===== src/rtl/irq_pkg.sv =====
package irq_pkg;
    localparam int PRIO_W = 4;
    localparam int EVT_W  = 12;
    localparam int CODE_STEP = 32;

    typedef logic [PRIO_W-1:0] prio_t;

    typedef enum logic [0:0] {
        ST_IDLE = 1'b0,
        ST_REQ  = 1'b1
    } irq_state_e;
endpackage


===== src/rtl/irq_prio_regs.sv =====
module irq_prio_regs
    import irq_pkg::*;
#(
    parameter int N_GRP    = 2,
    parameter int N_PERIPH = 6,
    parameter int ADDR_W   = 4
) (
    input  logic              clk,
    input  logic              rst_n,
    input  logic              wr_en,
    input  logic [ADDR_W-1:0] wr_addr,
    input  prio_t             wr_data,
    output prio_t             grp_prio [N_GRP],
    output prio_t             per_prio [N_PERIPH]
);
    localparam int N_REG = N_GRP + N_PERIPH;

    prio_t grp_q [N_GRP];
    prio_t per_q [N_PERIPH];

    for (genvar g = 0; g < N_GRP; g++) begin : g_grp
        always_ff @(posedge clk or negedge rst_n) begin
            if (!rst_n)
                grp_q[g] <= '0;
            else if (wr_en && wr_addr == ADDR_W'(g))
                grp_q[g] <= wr_data;
        end
        assign grp_prio[g] = grp_q[g];
    end

    for (genvar p = 0; p < N_PERIPH; p++) begin : g_per
        always_ff @(posedge clk or negedge rst_n) begin
            if (!rst_n)
                per_q[p] <= '0;
            else if (wr_en && wr_addr == ADDR_W'(N_GRP + p))
                per_q[p] <= wr_data;
        end
        assign per_prio[p] = per_q[p];
    end


    grp_write_chk: assert property (@(posedge clk) disable iff (!rst_n)
        (wr_en && wr_addr == ADDR_W'(0)) |=> grp_q[0] == $past(wr_data));


    unused_addr_chk: assert property (@(posedge clk) disable iff (!rst_n)
        (wr_en && wr_addr >= ADDR_W'(N_REG)) |=>
            ($stable(grp_q[0]) && $stable(grp_q[N_GRP-1]) && $stable(per_q[0])));
endmodule


===== src/rtl/irq_arbiter.sv =====
module irq_arbiter
    import irq_pkg::*;
#(
    parameter int N_SRC = 23,
    parameter logic [N_SRC-1:0] WAKE_CAP = '0
) (
    input  logic [N_SRC-1:0] src_pend,
    input  prio_t            src_prio [N_SRC],
    input  prio_t            mask,
    output logic             win_valid,
    output prio_t            win_prio,
    output logic [EVT_W-1:0] win_code,
    output logic             wake_hit
);
    localparam int IDX_W = $clog2(N_SRC);

    logic [IDX_W-1:0] win_idx;

    always_comb begin
        win_prio = '0;
        win_idx  = '0;
        for (int i = N_SRC - 1; i >= 0; i--) begin
            if (src_pend[i] && src_prio[i] != '0 && src_prio[i] >= win_prio) begin
                win_prio = src_prio[i];
                win_idx  = IDX_W'(i);
            end
        end
        win_valid = win_prio > mask;
        win_code  = EVT_W'((int'(win_idx) + 1) * CODE_STEP);
    end

    always_comb begin
        wake_hit = 1'b0;
        for (int i = 0; i < N_SRC; i++)
            if (WAKE_CAP[i] && src_pend[i] && src_prio[i] > mask)
                wake_hit = 1'b1;
    end

    // R4 (source 0 is the debug source)
    dbg_top_chk: assert final (!(src_pend[0] && src_prio[0] == '1) || win_prio == '1);


    strict_mask_chk: assert final (!win_valid || (win_prio != '0 && win_prio > mask));
endmodule


===== src/rtl/irq_prio_ctrl.sv =====
module irq_prio_ctrl
    import irq_pkg::*;
#(
    parameter int N_PIN    = 16,
    parameter int GRP_SIZE = 8,
    parameter int N_PERIPH = 6,
    parameter int ADDR_W   = 4,
    parameter logic [N_PIN-1:0]    PIN_WAKE = 16'h0003,
    parameter logic [N_PERIPH-1:0] PER_WAKE = 6'b001111
) (
    input  logic                clk,
    input  logic                rst_n,
    input  logic [N_PIN-1:0]    pin_req,
    input  logic [N_PERIPH-1:0] periph_req,
    input  logic                dbg_req,
    input  logic                wr_en,
    input  logic [ADDR_W-1:0]   wr_addr,
    input  logic [PRIO_W-1:0]   wr_data,
    input  logic [PRIO_W-1:0]   mask,
    input  logic                lfo_en,
    input  logic                accept,
    output logic                irq_req,
    output logic [PRIO_W-1:0]   irq_level,
    output logic                wake,
    output logic [EVT_W-1:0]    evt_code
);
    localparam int N_GRP   = N_PIN / GRP_SIZE;
    localparam int PER_OFS = 1;
    localparam int PIN_OFS = PER_OFS + N_PERIPH;
    localparam int N_SRC   = PIN_OFS + N_PIN;
    localparam logic [N_SRC-1:0] WAKE_CAP = {PIN_WAKE, PER_WAKE, 1'b0};

    prio_t grp_prio [N_GRP];
    prio_t per_prio [N_PERIPH];
    prio_t src_prio [N_SRC];
    logic [N_SRC-1:0] src_pend;

    logic             win_valid;
    prio_t            win_prio;
    logic [EVT_W-1:0] win_code;
    logic             wake_hit;

    irq_state_e       state_q, state_d;
    prio_t            level_q;
    logic [EVT_W-1:0] code_q;
    logic [EVT_W-1:0] evt_q;
    logic             wake_q;

    irq_prio_regs #(
        .N_GRP   (N_GRP),
        .N_PERIPH(N_PERIPH),
        .ADDR_W  (ADDR_W)
    ) u_regs (
        .clk     (clk),
        .rst_n   (rst_n),
        .wr_en   (wr_en),
        .wr_addr (wr_addr),
        .wr_data (wr_data),
        .grp_prio(grp_prio),
        .per_prio(per_prio)
    );

    // Source list: debug, peripherals, pins (this order sets tie-break).
    assign src_pend[0] = dbg_req;
    assign src_prio[0] = '1;
    for (genvar p = 0; p < N_PERIPH; p++) begin : g_per_src
        assign src_pend[PER_OFS + p] = periph_req[p];
        assign src_prio[PER_OFS + p] = per_prio[p];
    end
    for (genvar k = 0; k < N_PIN; k++) begin : g_pin_src
        assign src_pend[PIN_OFS + k] = pin_req[k];
        assign src_prio[PIN_OFS + k] = grp_prio[k / GRP_SIZE];
    end

    irq_arbiter #(
        .N_SRC   (N_SRC),
        .WAKE_CAP(WAKE_CAP)
    ) u_arb (
        .src_pend (src_pend),
        .src_prio (src_prio),
        .mask     (mask),
        .win_valid(win_valid),
        .win_prio (win_prio),
        .win_code (win_code),
        .wake_hit (wake_hit)
    );

    // Next-state logic
    always_comb begin
        state_d = state_q;
        unique case (state_q)
            ST_IDLE: if (win_valid)  state_d = ST_REQ;   // IDLE_TO_REQ
            ST_REQ:  if (!win_valid) state_d = ST_IDLE;  // REQ_TO_IDLE
            default: state_d = ST_IDLE;
        endcase
    end

    // State and registered data
    always_ff @(posedge clk or negedge rst_n) begin
        if (!rst_n) begin
            state_q <= ST_IDLE;
            level_q <= '0;
            code_q  <= '0;
            wake_q  <= 1'b0;
            evt_q   <= '0;
        end else begin
            state_q <= state_d;
            level_q <= win_valid ? win_prio : '0;
            code_q  <= win_valid ? win_code : '0;
            wake_q  <= lfo_en && wake_hit;
            if (accept && state_q == ST_REQ)
                evt_q <= code_q;
        end
    end

    // Outputs
    always_comb begin
        irq_req   = (state_q == ST_REQ);
        irq_level = level_q;
        wake      = wake_q;
        evt_code  = evt_q;
    end


    evt_hold_chk: assert property (@(posedge clk) disable iff (!rst_n)
        !(accept && irq_req) |=> $stable(evt_code));


    wake_osc_chk: assert property (@(posedge clk) disable iff (!rst_n)
        !lfo_en |=> !wake);


    idle_level_chk: assert property (@(posedge clk) disable iff (!rst_n)
        !irq_req |-> irq_level == '0);


    req_follow_chk: assert property (@(posedge clk) disable iff (!rst_n)
        (dbg_req && mask != '1) |=> (irq_req && irq_level == '1));
endmodule


===== config.mk =====
export PLATFORM = sky130hd
export DESIGN_NAME = irq_prio_ctrl
export DESIGN_NICKNAME = d
export VERILOG_FILES = /design/src/rtl/irq_pkg.sv /design/src/rtl/irq_prio_regs.sv /design/src/rtl/irq_arbiter.sv /design/src/rtl/irq_prio_ctrl.sv
export SDC_FILE = /design/constraint.sdc
export NUM_CORES = 1
export LEC_CHECK = 0
export BUFFER_PORTS_ARGS = -buffer_cell sky130_fd_sc_hd__buf_2
export CAP_MARGIN = 25
export CORE_MARGIN = 5
export CORE_UTILIZATION = 50
export DETAILED_ROUTE_END_ITERATION = 10
export GPL_ROUTABILITY_DRIVEN = 0
export GPL_TIMING_DRIVEN = 0
export HOLD_SLACK_MARGIN = 0.03
export PLACE_DENSITY = 0.77
export SLEW_MARGIN = 0
export SYNTH_ARGS = -nofsm -noshare
export SYNTH_HDL_FRONTEND = slang
export SYNTH_SLANG_ARGS = --single-unit

===== constraint.sdc =====
create_clock -name clk -period 44.1 [get_ports clk]
set_input_delay 11.025 -clock clk [delete_from_list [all_inputs] [get_ports clk]]
set_output_delay 11.025 -clock clk [all_outputs]
set_load 0.01 [all_outputs]

==> run summary <==
Max clock buf depth = 2
H-tree levels = 2
CP max stage cell = or4b_1
clk_lat worst skew = 0.29 ns
Synth area leaders = dfrtp_1 19%, ha_1 15%, mux2_2 5.9%
pin count of the biggest net entering global routing = 30
normalized max-slew margin = 0.290
Worst Tran Pin Value = 1.05 ns
met2 Use GR = 0.377
Slew Limit Fails = 0
drt total wl = 18100 µm
HP Class = reg2reg
Syn Area/Cell = 8.29 µm²
Nets = 977
initial antenna violation count = 0
Yosys cell types = 93
met3 GRT Util = 0.0245
fillers = 1171
CTS tree = done
endpoints failing hold = 0
HPWL after detailed placement = 13800 µm
min Tclk post-route = 42.38 ns
Final setup viols = 0
Antenna Nets Post-Route = 0
Yosys reg bits = 50
footprint of the multi-input gates = 0.00514 mm²
register area = 0.00125 mm²
total congestion overflow = 0
dominant synthesized flop cell = dfrtp_1
CP startpoint kind = input pin
Setup CP Type = in2reg
CTS clk-pin slew, worst paths = 0.07 ns
row count = 41
DRT Pass-1 Iters = 5
clock skew = 0.00650 ns
Die W = 124 µm
final core occ = 0.584
Most Frequent Cell on Critical Path = ha_1
GR Util met1 = 0.336
die footprint = 0.0153 mm²
number of flops mapped to enable cells by yosys = 0
non-filler instance count after layout = 1031
# Max-Cap Violations = 0
via-per-instance ratio = 6.34
CP startpoint = pin_req[14]
Starting DRT DRC Count = 497
sequential fraction of the synthesis area = 0.193
CP arrival = 42.61 ns
TritonCTS Sinks = 50
starting density of the core = 0.511
Die Y = 124 µm
CP peak stage delay = 0.50 ns
ANT cells = 0
vias in the first global route = 5933
hold-fix buffers at CTS = 0
core footprint = 0.0127 mm²
Num CTS Buffers = 5
cell accounting for the most synthesized area = dfrtp_1
share of post-route cells with drive strength above 1 = 0.222
fin crit share = 0.961
CP Max Fanout = 10
vias post-DR = 6534
Root Driver = clkbuf_16
Syn Std Cell Area = 0.00648 mm²
post-synth top area share = 0.193
DRC Markers = 0
first-pass GRT wire length = 29200 µm
R2R Path Start = u_regs.grp_prio[1]$_DFFE_PN0P_
# port buffers = 50
All-Layer GR Usage = 0.234
Area Growth Syn to Fin = 14.3%
gr busiest metal = met2
share of flip-flops with an asynchronous set or reset = 1.00
kind of end point of the critical path = register
Max Freq = 0.0236 GHz
required time worst endpoint = 44.32 ns
Gate Count Post-Synth = 781
Synth Warn # = 0
startpoint of the worst hold path = code_q[10]$_DFF_PN0_
placed cell count = 1010
I/O pins = 58
WL per Instance = 17.6 µm
outcome = completed
-- path summary, 6_finish.rpt --
path                                             endpoint  slack [ns]  cells after the start
max                                   code_q[8]$_DFF_PN0_        1.72                    157
min                              evt_code[10]$_DFFE_PN0P_        0.48                      1
max reg2reg                           code_q[8]$_DFF_PN0_       11.59                    155
min reg2reg                      evt_code[10]$_DFFE_PN0P_        0.48                      1
max in group asynchronous  u_regs.grp_prio[2]$_DFFE_PN0P_       32.85                      2
min in group asynchronous          irq_level[3]$_DFF_PN0_       10.71                      1
-- sequential cells by signal, indices dropped and copies added, names as in the netlist --
signal	flops
u_regs.per_prio	24
u_regs.grp_prio	8
code_q	6
evt_code	6
irq_level	4
irq_req	1
wake	1
-- Yosys cell counts (9+ instances only) --
| cell | number |
|---|---|
| o31ai_1 | 10 |
| ha_1 | 79 |
| o21ai_0 | 48 |
| o211ai_1 | 10 |
| clkbuf_1 | 11 |
| inv_1 | 32 |
| nor2_1 | 54 |
| nand2_1 | 72 |
| mux2_2 | 34 |
| and2_1 | 16 |
| dfrtp_1 | 50 |
| nor3_1 | 14 |
| a31oi_1 | 12 |
| and3_1 | 11 |
| nand3_1 | 21 |
| a21oi_1 | 49 |
| nand2b_1 | 29 |
| a21o_1 | 17 |
| a211oi_1 | 9 |
| nor2b_1 | 14 |
-- layout by cell type, fill, tap and decap left out, types with 29 or more instances in the layout --
| cell | instances |
|---|---|
| ha_1 | 79 |
| buf_2 | 51 |
| mux2_2 | 34 |
| nand2b_1 | 29 |
| o21ai_0 | 45 |
| nand2_1 | 72 |
| inv_1 | 32 |
| a21oi_1 | 47 |
| dfrtp_1 | 50 |
| nor2_1 | 52 |
-- through the flow --
stage                     hold WS [ns]  setup TNS, ns  setup WS (ns)  instance area, µm²
after floorplan                  0.456              0           4.42                6500
after global placement           0.458              0          0.403                6960
after CTS                        0.484              0          0.414                7130
after detailed placement         0.467              0          0.253                6980
final                            0.481              0           1.72                7400
after global routing             0.490         -0.220         -0.129                7400
-- worst max-delay path: cells and delay by family --
family	cells	cell delay, ns
simple gates	57	9.07
compound gates	68	14.38
mux	4	1.33
buf+inv	7	1.10
fa+ha+maj	21	5.68
-- routing by layer --
metal | wire (µm) | share of wire
met2 | 8360 | 0.46
met4 | 348 | 0.019
met1 | 8270 | 0.46
met3 | 1140 | 0.063
met5 | 0 | 0
-- kinds of logic (layout without fill, tap and decap cells) --
group	Yosys count	after routing	synth area share
buf+inv	59	131	0.0440
compound gates	271	271	0.310
mux	38	38	0.0653
simple gates	280	280	0.230
xor+xnor	1	1	0.00135
flops	50	50	0.193
fa+ha+maj	81	81	0.156
other cells	1	7	0.000579
-- final cells by class --
cell class / count / share of cell area
clock inverter: 3 / 0.00287
timing repair buffer: 64 / 0.0494
clock buffer: 5 / 0.0169
sequential: 50 / 0.169
buffer: 26 / 0.0221
tap: 172 / 0.0291
multi-input combinational: 678 / 0.694
inverter: 33 / 0.0167
-- what timing repair did --
action / CTS / global route
setup endpoints to repair: 0 / 10
buffers inserted: 0 / 12
resized for setup: 0 / 37
Power is left out: the tool's default activity adds up to more than one toggle a clock period on the data nets, which glitch-free logic cannot reach.
